File: src/rtl/comma_deser_pkg.sv
package comma_deser_pkg;
   localparam int CHAR_W = 10;
   // leftmost bit is the first one received
   localparam logic [CHAR_W-1:0] COMMA_P = 10'b0011111010;

   typedef enum logic [1:0] {
      STEP_IDLE    = 2'd0,
      STEP_BIT     = 2'd1,
      STEP_EMIT    = 2'd2,
      STEP_RESTART = 2'd3
   } step_e;
endpackage

File: src/rtl/cd_shift_window.sv
module cd_shift_window
   import comma_deser_pkg::*;
#(
   parameter int C_W   = CHAR_W,
   parameter int SLOTS = 2,
   localparam int W_W  = C_W * SLOTS
) (
   input  logic           clk,
   input  logic           rst_n,
   input  logic           bit_en,
   input  logic           bit_in,
   output logic [W_W-1:0] win_nx,
   output logic           comma_hit
);
   logic [W_W-1:0] sr_q;

   if (W_W < 2) begin : g_bad_width
      $error("cd_shift_window: window too narrow");
   end

   assign win_nx    = {sr_q[W_W-2:0], bit_in};
   assign comma_hit = bit_en && (win_nx[C_W-1:0] == COMMA_P);

   always_ff @(posedge clk) begin
      if (!rst_n)      sr_q <= '0;
      else if (bit_en) sr_q <= win_nx;
   end
endmodule

File: src/rtl/cd_word_counter.sv
module cd_word_counter
   import comma_deser_pkg::*;
#(
   parameter int C_W   = CHAR_W,
   parameter int SLOTS = 2,
   localparam int W_W  = C_W * SLOTS,
   localparam int CNT_W = $clog2(W_W + 1)
) (
   input  logic clk,
   input  logic rst_n,
   input  logic bit_en,
   input  logic comma_hit,
   input  logic detect_on,
   input  logic wide_sel,
   input  logic frame_en,
   output logic emit
);
   logic [CNT_W-1:0] cnt_q, cnt_nx, cnt_inc, limit;
   logic             wide_q, frame_q, restart, wide_now;
   step_e            step;

   if (SLOTS != 1 && SLOTS != 2) begin : g_bad_slots
      $error("cd_word_counter: SLOTS must be 1 or 2");
   end

   if (SLOTS == 1) begin : g_narrow
      assign wide_now = 1'b0;
   end else begin : g_dual
      assign wide_now = wide_sel;
   end

   assign limit   = wide_now ? CNT_W'(W_W) : CNT_W'(C_W);
   assign cnt_inc = cnt_q + 1'b1;
   assign restart = (wide_sel != wide_q) || (frame_q && !frame_en);

   always_comb begin
      step   = STEP_IDLE;
      cnt_nx = cnt_q;
      if (restart) begin
         step   = STEP_RESTART;
         cnt_nx = '0;
      end else if (bit_en) begin
         if (comma_hit && detect_on) begin
            if (wide_now) begin
               step   = STEP_BIT;
               cnt_nx = CNT_W'(C_W);
            end else begin
               step   = STEP_EMIT;
               cnt_nx = '0;
            end
         end else if (cnt_inc == limit) begin
            step   = STEP_EMIT;
            cnt_nx = '0;
         end else begin
            step   = STEP_BIT;
            cnt_nx = cnt_inc;
         end
      end
   end

   assign emit = (step == STEP_EMIT);

   always_ff @(posedge clk) begin
      if (!rst_n) begin
         cnt_q   <= '0;
         wide_q  <= wide_sel;
         frame_q <= frame_en;
      end else begin
         cnt_q   <= cnt_nx;
         wide_q  <= wide_sel;
         frame_q <= frame_en;
      end
   end


   cnt_range_chk: assert property (@(posedge clk) disable iff (!rst_n)
      cnt_q < CNT_W'(W_W));


   idle_no_emit_chk: assert property (@(posedge clk) disable iff (!rst_n)
      !bit_en |-> !emit);


   fall_restart_chk: assert property (@(posedge clk) disable iff (!rst_n)
      $fell(frame_en) |=> (cnt_q == '0));
endmodule

File: src/rtl/cd_out_reg.sv
module cd_out_reg
   import comma_deser_pkg::*;
#(
   parameter int C_W   = CHAR_W,
   parameter int SLOTS = 2,
   localparam int W_W  = C_W * SLOTS
) (
   input  logic           clk,
   input  logic           rst_n,
   input  logic           emit,
   input  logic           wide_sel,
   input  logic [W_W-1:0] win_nx,
   output logic [W_W-1:0] word_out,
   output logic           word_vld,
   output logic           sync_out
);
   logic [W_W-1:0]   word_nx;
   logic [SLOTS-1:0] slot_hit;

   assign word_nx = wide_sel ? win_nx : W_W'(win_nx[C_W-1:0]);

   for (genvar s = 0; s < SLOTS; s++) begin : g_slot
      assign slot_hit[s] = (word_nx[s*C_W +: C_W] == COMMA_P);
   end

   always_ff @(posedge clk) begin
      if (!rst_n) begin
         word_out <= '0;
         word_vld <= 1'b0;
         sync_out <= 1'b0;
      end else begin
         word_vld <= emit;
         if (emit) begin
            word_out <= word_nx;
            sync_out <= |slot_hit;
         end
      end
   end


   sync_word_chk: assert property (@(posedge clk) disable iff (!rst_n)
      sync_out |-> (word_out[C_W-1:0] == COMMA_P || word_out[W_W-1 -: C_W] == COMMA_P));


   hold_word_chk: assert property (@(posedge clk) disable iff (!rst_n)
      !word_vld |-> $stable(word_out));
endmodule

File: src/rtl/comma_deser.sv
module comma_deser
   import comma_deser_pkg::*;
#(
   parameter int C_W   = CHAR_W,
   parameter int SLOTS = 2,
   localparam int W_W  = C_W * SLOTS
) (
   input  logic           clk,
   input  logic           rst_n,
   input  logic           bit_en,
   input  logic           bit_in,
   input  logic           wide_sel,
   input  logic           frame_en,
   input  logic           test_mode,
   output logic [W_W-1:0] word_out,
   output logic           word_vld,
   output logic           sync_out
);
   logic [W_W-1:0] win_nx;
   logic           comma_hit, emit, detect_on;

   if (C_W != $bits(COMMA_P)) begin : g_bad_char
      $error("comma_deser: character width must match the comma pattern");
   end

   // test mode keeps detection alive
   assign detect_on = frame_en | test_mode;

   cd_shift_window #(.C_W(C_W), .SLOTS(SLOTS)) win_i (
      .clk(clk), .rst_n(rst_n), .bit_en(bit_en), .bit_in(bit_in),
      .win_nx(win_nx), .comma_hit(comma_hit));

   cd_word_counter #(.C_W(C_W), .SLOTS(SLOTS)) cnt_i (
      .clk(clk), .rst_n(rst_n), .bit_en(bit_en), .comma_hit(comma_hit),
      .detect_on(detect_on), .wide_sel(wide_sel), .frame_en(frame_en),
      .emit(emit));

   cd_out_reg #(.C_W(C_W), .SLOTS(SLOTS)) out_i (
      .clk(clk), .rst_n(rst_n), .emit(emit), .wide_sel(wide_sel),
      .win_nx(win_nx), .word_out(word_out), .word_vld(word_vld),
      .sync_out(sync_out));


   reset_quiet_chk: assert property (@(posedge clk)
      $past(!rst_n) |-> (!word_vld && !sync_out && word_out == '0));
endmodule

File: config.mk
export PLATFORM = sky130hd
export DESIGN_NAME = comma_deser
export DESIGN_NICKNAME = d
export VERILOG_FILES = /design/src/rtl/comma_deser_pkg.sv /design/src/rtl/cd_shift_window.sv /design/src/rtl/cd_word_counter.sv /design/src/rtl/cd_out_reg.sv /design/src/rtl/comma_deser.sv
export SDC_FILE = /design/constraint.sdc
export NUM_CORES = 1
export LEC_CHECK = 0
export ABC_CLOCK_PERIOD_IN_PS = 6200
export BUFFER_PORTS_ARGS = -buffer_cell sky130_fd_sc_hd__buf_2
export CAP_MARGIN = 10
export CORE_ASPECT_RATIO = 0.7
export CORE_MARGIN = 2
export CORE_UTILIZATION = 60
export CTS_CLUSTER_SIZE = 16
export DETAILED_ROUTE_END_ITERATION = 6
export PLACE_DENSITY_LB_ADDON = 0.3
export REMOVE_ABC_BUFFERS = 1
export SETUP_SLACK_MARGIN = 0.15
export SYNTH_ARGS = -nofsm -noshare
export SYNTH_HDL_FRONTEND = slang
export SYNTH_SLANG_ARGS = --single-unit
export TNS_END_PERCENT = 100
File: constraint.sdc
create_clock -name clk -period 6.2 [get_ports clk]
set_input_delay 0.62 -clock clk [delete_from_list [all_inputs] [get_ports clk]]
set_output_delay 0.62 -clock clk [all_outputs]
set_load 0.1 [all_outputs]
# Word-level counts from Yosys, hierarchy flattened
# Index checks and enable logic that the tools add are counted.
# totals
memories	0
mem_bits_ro	0
out_inout_bits	22
inputBits	7
word_cells	33
latch_bits	0
ramBits	0
ff_bits	48
# classes
eq_ne	6
n_shift	0
addsub	1
n_bitwise	2
n_mux	10
multipliers	0
div	0
order_cmp	0
reduce_logical	7
# op_table
op	count
$eq 10x8->1 const B	3
$mux 20	1
$mux 5	3
$mux 2	5
$add 5x1->5 const B	1
$eq 5x5->1	1
$mux 4	1
$reduce_or 2->1	2
$logic_and 1x1->1	3
$eq 2x2->1 const B	1
$logic_not 1->1	1
$logic_or 1x1->1	1
$ne 1x1->1	1
$not 1->1	1
$or 1x1->1	1

# Longest topological paths before layout
# Gate-level depths: netlist of run 1.
# logic_depth
word_depth	7
ltp_mapped	7
ltp_nobuf	6

# Modules after synthesis
# A second synthesis of run 1 with hierarchy kept.
# hier_totals
hier_cells	200
area_unflattened_um2	2060.7
# by_module_without_submodules
module	area_per_inst_um2	cells_each	seq_area_each_um2	instances
cd_out_reg	897.1	91	440.4	1
cd_shift_window	762.0	65	380.4	1
cd_word_counter	395.4	43	140.1	1
comma_deser	6.3	1	0.0	1

# Least setup slack after synthesis of run 1
# OpenSTA, ideal clock, no wires.
# synth_timing
path_type	input to register
start	in bit_in
end	reg out_i.word_out[10]
stages	6
path_slack_ps	4064
setup_time_ps	72
path_buffers	1
arrival_time_ps	2064
cell_sequence	or2_4 nor4_4 a211oi_2 a211oi_4 buf_6 mux2i_1
# synth_via
elab_chain_len	7
# synth_lines
item	line_no	text
from (decl)	comma_deser.sv:11	input logic bit_in,
$eq 10x8->1	cd_shift_window.sv:22	assign comma_hit = bit_en && (win_nx[C_W-1:0] == COMMA_P);
$logic_and 1x1->1	cd_shift_window.sv:22	
$logic_and 1x1->1	cd_word_counter.sv:43	if (comma_hit && detect_on) begin
$mux 2	cd_word_counter.sv:43	
$mux 2	cd_word_counter.sv:42	end else if (bit_en) begin
$mux 2	cd_word_counter.sv:39	if (restart) begin
$eq 2x2->1	cd_word_counter.sv:61	assign emit = (step == STEP_EMIT);
to (signal assigned)	cd_out_reg.sv:34	word_out <= word_nx;
to (decl)	cd_out_reg.sv:13	output logic [W_W-1:0] word_out,
# No other way between the ends.
# A chain may end at the register's enable or synchronous reset.

# Worst setup path in the final report of run 1
# layout_timing
start	in bit_en
end	reg out_i.word_out[2]
# layout_via
elab_chain_len	6
# layout_lines
item	line_no	text
from (decl)	comma_deser.sv:10	input logic bit_en,
$logic_and 1x1->1	cd_shift_window.sv:22	
$logic_and 1x1->1	cd_word_counter.sv:43	
$mux 2	cd_word_counter.sv:43	
$mux 2 *	cd_word_counter.sv:42	
$mux 2 *	cd_word_counter.sv:39	
$eq 2x2->1 *	cd_word_counter.sv:61	
# Every way passes the cells marked *; elsewhere a longest branch is shown, timed or not.

==> key figures, run 1 <==
Run status
  – Status: completed

Synthesis
  – Mean Syn Cell Area: about 9.7 um^2
  – Yosys reg bits: 48
  – Synth Cell Area: 0.00209 mm^2
  – Synth unique cells: 37
  – Number of synthesized flops with an enable pin: 0
  – Post-synthesis sequential area ratio: between 40 and 50%
  – Synthesized instance count: 215
  – Warnings, synthesis: 0
  – Asr flop ratio synth: 0%
  – Top FF cell, synth: dfxtp_1

Setup path
  – Largest delay contributor family on the critical path: buffers and inverters
  – Slowest CP cell: buf_2
  – Crit path max fanout: 30
  – Critical-path cell list: buf_2, o21ai_1, nor4_4, a211oi_2, a211oi_4, buf_4, mux2i_1
  – Crit path launch type: input port
  – Crit end category: flop
  – Worst Setup SP: bit_en
  – WP data arrival: roughly 2800 ps
  – CP max stage delay: 560 ps
  – Critical register-to-register path startpoint: cnt_i.cnt_q[0]$_SDFFE_PP0P_
  – CP required: 6430 ps
  – Crit path buffers/inverters: 2
  – Critical path type: input port to flop

Timing
  – Max Slew Vio Count: 0
  – Final Hold Fails: 0
  – Setup TNS Final: 0 ps
  – Relative slew slack: between 40% and 50%
  – Fmax: 387 MHz
  – Tightest Pin Transition: 781 ps
  – Final clock skew: 4.40 ps
  – Tmin final: around 2600 ps
  – RSZ-0062 raised after global routing: no
  – Period Utilization, post-route: around two fifths
  – Hold WS: 454 ps
  – Final setup viols: 0

GRT
  – GR Util met2: 28.5%
  – GRT Residual Overflow: 0
  – Global Route met1 Usage: 30.4%
  – Vias in the first global route: around 1300
  – First-pass GRT wire length: 6150 um
  – Busiest grt layer: met1
  – M3 GR Usage: between 8 and 9%
  – Largest net degree at the start of global routing: 55
  – GRT Util Overall: about 21%
  – Initial antenna violation count: 0

Detailed routing
  – DRT Pass-1 Iters: 4
  – Routed Antenna Nets: 0
  – Routed WL: 3790 um
  – DRC Markers: 0
  – Vias/cell: 5.29
  – Routed vias: around 1500
  – 1st-iter DRT viols: 99
  – Avg WL per Cell: 13.2 um

Floorplan
  – Die Wd: 74.6 um
  – Die ar.: 0.00398 mm^2
  – Core footprint: 0.00323 mm^2
  – Die height: about 53 um
  – # IOs: 29
  – Starting Density: 64.7%
  – Std cell rows: 17

Power
  – Cell internal pwr: 0.411 mW
  – Combinational share of power: 4.9%
  – LEAKAGE: 0.881 nW
  – Max IR drop VDD: 192 uV
  – Sw frac: 22.0%
  – Sequential share of power: 59.2%
  – Clk pwr share: approximately 36%
  – PwrDens: 227 mW/mm^2
  – Psw: 0.116 mW

Worst hold path
  – Hold Path Class: input port to flop
  – Hold Crit Start: frame_en

Clocking
  – # hold bufs at CTS: 0
  – CTS Buf Count: 5
  – Clock Tree Buf Depth: 2
  – TritonCTS clock tree: yes
  – Post-CTS Setup Inserts: 0
  – Clock Latency Late Sink: 300 ps
  – Max H-tree Level: 2
  – Clock transition at the registers of the reported paths: around 80 ps
  – CTS sink cnt: 48
  – Root buf cell: clkbuf_8
  – Resize count post-CTS: 0

Placement
  – DP Wirelength: 2480 um
  – Number of port buffers: 28
  – GP Congestion: 0.811

Cells and area
  – Commonest non-fill, non-tap cell in the layout: dfxtp_1
  – Ratio of cells with drive above 1 in the final layout: 17.6%
  – Most frequent cells in the layout: dfxtp_1 (48), nand2_1 (45), mux2i_1 (41)
  – ANT cells: 0
  – FILL cells: 270
  – Final nets: 246
  – Syn-to-layout area delta: 11.0%

Job
  – Max-cap violation count: 0
[worst reg2reg max path, stage by stage, from the launching register on]
cell and delay [ps]:
dfxtp_1 430, ha_1 300, nand3_1 170, a221oi_2 400, a211oi_2 200, a211oi_4 170, buf_4 370, mux2i_1 250
[per-stage QoR]
step	worst slack (ps)	total power, mW	utilization [%]	std cells	instance area, um^2
detailed placement	3320	0.345	69.1	278	2230
CTS	3620	0.531	71.9	286	2320
global route	3420	0.548	71.9	286	2320
global placement	3380	0.345	69.1	278	2230
finish	3620	0.528	71.9	286	2320
floorplan	3600	0.332	-	202	2030
[cell families after synthesis]
family                   Yosys count  share of synthesized area (%)
AND/OR/NAND/NOR                   99                           24.8
flip-flops                        48                           45.9
multiplexers                      41                           19.6
buffers and inverters             13                           3.17
AO/OA/AOI/OAI                     11                           5.08
XOR/XNOR                           2                          0.837
adder cells (fa/ha/maj)            1                          0.598
[layer usage]
| metal | part of all wire [%] | wire length [um] | vias to the layer above |
|---|---|---|---|
| met2 | 39 | 1480 | 33 |
| li1 | - | - | 778 |
| met1 | 55 | 2070 | 695 |
| met4 | 1.5 | 57 | 0 |
| met5 | 0 | 0 | - |
| met3 | 4.8 | 180 | 6 |
[synthesized netlist by cell type (2+ instances only)]
library cell | instances | area [um^2]
a31oi_1 | 2 | 12.5
and2_1 | 2 | 12.5
buf_1 | 2 | 7.51
buf_2 | 2 | 10.0
buf_6 | 2 | 22.5
clkbuf_1 | 7 | 26.3
dfxtp_1 | 48 | 961
mux2i_1 | 41 | 410
nand2_1 | 45 | 169
nand2b_1 | 3 | 18.8
nand3_1 | 6 | 30.0
nand3b_1 | 3 | 22.5
nand4_1 | 2 | 12.5
nand4b_1 | 3 | 26.3
nor2_1 | 5 | 18.8
nor2b_1 | 19 | 119
nor3_1 | 3 | 15.0
[path summary, 6_finish.rpt]
check	end	slack, ps	cells after the start
min	cnt_i.frame_q$_DFF_P_	450	1
max	out_i.word_out[2]$_SDFFE_PN0N_	3620	7
max reg2reg	out_i.word_out[2]$_SDFFE_PN0N_	3830	7
min reg2reg	out_i.word_out[18]$_SDFFE_PN0N_	460	2
[flip-flops by register name, summed over array words and instances (netlist names)]
signal and flops:
cnt_i.cnt_q 5, out_i.sync_out 1, out_i.word_vld 1, cnt_i.frame_q 1, cnt_i.wide_q 1, win_i.sr_q 19, out_i.word_out 20
[area by class of cell]
| class | instances | area [um^2] | share of cell area [%] |
|---|---|---|---|
| Tap cell | 47 | 58.8 | 2.53 |
| Multi-Input combinational cell | 154 | 1070 | 45.9 |
| Sequential cell | 48 | 961 | 41.4 |
| Timing Repair Buffer | 29 | 148 | 6.35 |
| Clock buffer | 8 | 90.1 | 3.88 |
[power groups by stage]
stage | Clock (mW) | Sequential, mW | Combinational [mW]
after global placement | 0 | 0.319 | 0.0256
after CTS | 0.193 | 0.312 | 0.0258
after global routing | 0.207 | 0.313 | 0.0281
final | 0.190 | 0.312 | 0.0257
after floorplan | 0 | 0.319 | 0.0130
after detailed placement | 0 | 0.319 | 0.0257
Note: power is estimated with default switching activity, not from simulation.
==> run 2: changes to the inputs <==
ABC_CLOCK_PERIOD_IN_PS = 2400   (was 6200)
CORE_UTILIZATION = 56   (was 60)
clock period = 2.4 ns   (was 6.2 ns; I/O delays follow)
==> run 2 against run 1 <==
- combinational power rose to 2.7 times the previous value
- core utilization fell by 4.5 points
- flip-flop and latch count did not move
- critical path depth did not move
- sequential power rose to 2.6 times the previous value
- critical path type is now flop to flop
- critical endpoint is now out_i.word_out[12]$_SDFFE_PN0N_
- highest routed layer unchanged
==> key figures, run 2 (synthesized netlist as in run 1, its figures left out) <==
Cells and area
  – Final nets: 251
  – Syn-to-layout area delta: 14.6%
  – Biggest registers after layout: out_i.word_out (20), win_i.sr_q (19), cnt_i.cnt_q (5)
  – ANT cells: 0
  – Ratio of cells with drive above 1 in the final layout: between 20% and 30%
  – Commonest non-fill, non-tap cell in the layout: dfxtp_1
  – Area of the multi-input gates: 0.00107 mm^2
  – Most frequent cells in the layout: dfxtp_1 (48), nand2_1 (45), mux2i_1 (41)
  – FILL cells: 328
  – Register area: ~960 um^2
  – Largest Register: out_i.word_out
  – Max FFs per register: 20
  – Final std cells w/o fill: 294

Placement
  – Inst Count DP: 285
  – GP Congestion: 0.715
  – DP Wirelength: 2560 um
  – Number of port buffers: 28
  – Setup slack at placement: 259 ps

Floorplan
  – Die height: approximately 55 um
  – Die Wd: 77.1 um
  – Core footprint: 0.00356 mm^2
  – Std cell rows: 18
  – Starting Density: 58.8%
  – Die ar.: 0.00425 mm^2
  – # IOs: 29

Timing
  – Final setup viols: 0
  – Fmax: 479 MHz
  – Final clock skew: 7.82 ps
  – RSZ-0062 raised after global routing: no
  – Setup ws final: 312 ps
  – Tmin final: between 2000 and 2500 ps
  – Period Utilization, post-route: slightly below 90%
  – Tightest Pin Transition: just under 500 ps
  – Max Slew Vio Count: 0
  – Final Hold Fails: 0
  – Relative slew slack: 67.6%

Power
  – PwrDens: 604 mW/mm^2
  – LEAKAGE: a little over 0.9 nW
  – Tot Pwr: approximately 1.4 mW
  – Max IR drop VDD: between 300 and 400 uV

Detailed routing
  – Routed WL: about 3800 um
  – Routed vias: roughly 1500
  – DRC Markers: 0
  – Routed Antenna Nets: 0
  – Vias/cell: 5.16
  – Avg WL per Cell: approximately 13 um
  – DRT Pass-1 Iters: 4
  – 1st-iter DRT viols: 80

Clocking
  – Clock transition at the registers of the reported paths: ~90 ps
  – Max H-tree Level: 2
  – # hold bufs at CTS: 0
  – Root buf cell: clkbuf_8
  – Clock Tree Buf Depth: 2
  – Clock Latency Late Sink: 300 ps
  – TritonCTS clock tree: yes
  – CTS sink cnt: 48
  – CTS Buf Count: 5

Setup path
  – Crit path launch type: flop
  – Worst r2r dst: out_i.word_out[12]$_SDFFE_PN0N_
  – Flop-to-flop setup slack: 310 ps
  – Critical register-to-register path startpoint: cnt_i.cnt_q[0]$_SDFFE_PP0P_
  – Critical-path cell list: ha_2, nand3_1, a221oi_2, a211oi_2, a211oi_4, buf_6, mux2i_1
  – Critical path type: flop to flop
  – CP required: about 2600 ps
  – CP max stage delay: 440 ps
  – Worst R2R Path Depth: 7
  – Slowest CP cell: dfxtp_1
  – Crit path max fanout: 14
  – Crit end category: flop
  – WP data arrival: roughly 2300 ps

GRT
  – GRT Residual Overflow: 0
  – Initial antenna violation count: 0
  – Largest net degree at the start of global routing: 31
  – Vias in the first global route: 1289
  – GRT Util Overall: 19.4%
  – First-pass GRT wire length: 6210 um

Worst hold path
  – Hold path cells: 1
  – Hold Crit Start: frame_en
  – Hold EP: cnt_i.frame_q$_DFF_P_
  – Hold Path Class: input port to flop

Job
  – Max-cap violation count: 0

Run status
  – Status: completed
run 2: cell count changes in the layout (fill, tap and decap cells not counted), sizes merged:
cell      before  now
clkinvlp       0    1
clkbuf         8    5
clkinv         0    1
buf           29   34
bufinv         0    1
run 2: worst max path at each step:
stage,from,end,slack (ps),cells past startpoint
2_1_floorplan,cnt_i.cnt_q[0]$_SDFFE_PP0P_,out_i.sync_out$_SDFFE_PN0N_,-60,6
3_3_place_gp,cnt_i.cnt_q[0]$_SDFFE_PP0P_,out_i.word_out[13]$_SDFFE_PN0N_,360,7
3_5_place_dp,cnt_i.cnt_q[0]$_SDFFE_PP0P_,out_i.word_out[7]$_SDFFE_PN0N_,260,7
4_1_cts,cnt_i.cnt_q[0]$_SDFFE_PP0P_,out_i.word_out[12]$_SDFFE_PN0N_,210,7
5_1_grt,cnt_i.cnt_q[0]$_SDFFE_PP0P_,out_i.word_out[4]$_SDFFE_PN0N_,130,7
6_report,cnt_i.cnt_q[0]$_SDFFE_PP0P_,out_i.word_out[12]$_SDFFE_PN0N_,310,7
run 2: final cells by class:
cell class,instances,share of cell area (%)
clock buffers,5,2.87
clock inverters,3,1.77
multi-input cells,154,44.8
flip-flops and latches,48,40.1
well taps,50,2.61
repair buffers,34,7.88
run 2: report_power, final:
part	switching, mW	internal (mW)	total, mW
clock network	0.264	0.308	0.572
registers	0.00538	0.801	0.807
logic	0.0418	0.0283	0.0701
run 2: timing repair:
| item | CTS | global route |
|---|---|---|
| gates resized for setup | 0 | 3 |
| setup buffers | 0 | 1 |
| endpoints found under the setup margin | 0 | 22 |
| endpoints found under the hold margin | 0 | 0 |
run 2: per-stage QoR:
| stage | hold WS, ps | TNS (ps) | cell area [um^2] | utilization [%] |
|---|---|---|---|---|
| 6_report | 79.5 | 0 | 2400 | 67.4 |
| 5_1_grt | 70.6 | 0 | 2400 | 67.4 |
| 4_1_cts | 72.7 | 0 | 2380 | 66.8 |
| 3_5_place_dp | 385 | 0 | 2270 | 63.7 |
| 3_3_place_gp | 386 | 0 | 2270 | 63.7 |
| 2_1_floorplan | 268 | -1190 | 2030 | - |
run 2: routing by layer:
metal | wire (um) | vias up | global-route usage (%)
li1 | - | 786 | -
met1 | 2090 | 694 | 26.7
met4 | 53 | 0 | 8.04
met2 | 1540 | 30 | 29.2
met5 | 0 | - | 0
met3 | 153 | 7 | 5.36
run 2: critical path, delay by kind of cell, from the launching register on:
family / cells / cell delay (ps)
multiplexers: 1 / 200
AO/OA/AOI/OAI: 3 / 710
AND/OR/NAND/NOR: 1 / 140
buffers and inverters: 1 / 240
flip-flops: 1 / 440
adder cells (fa/ha/maj): 1 / 270
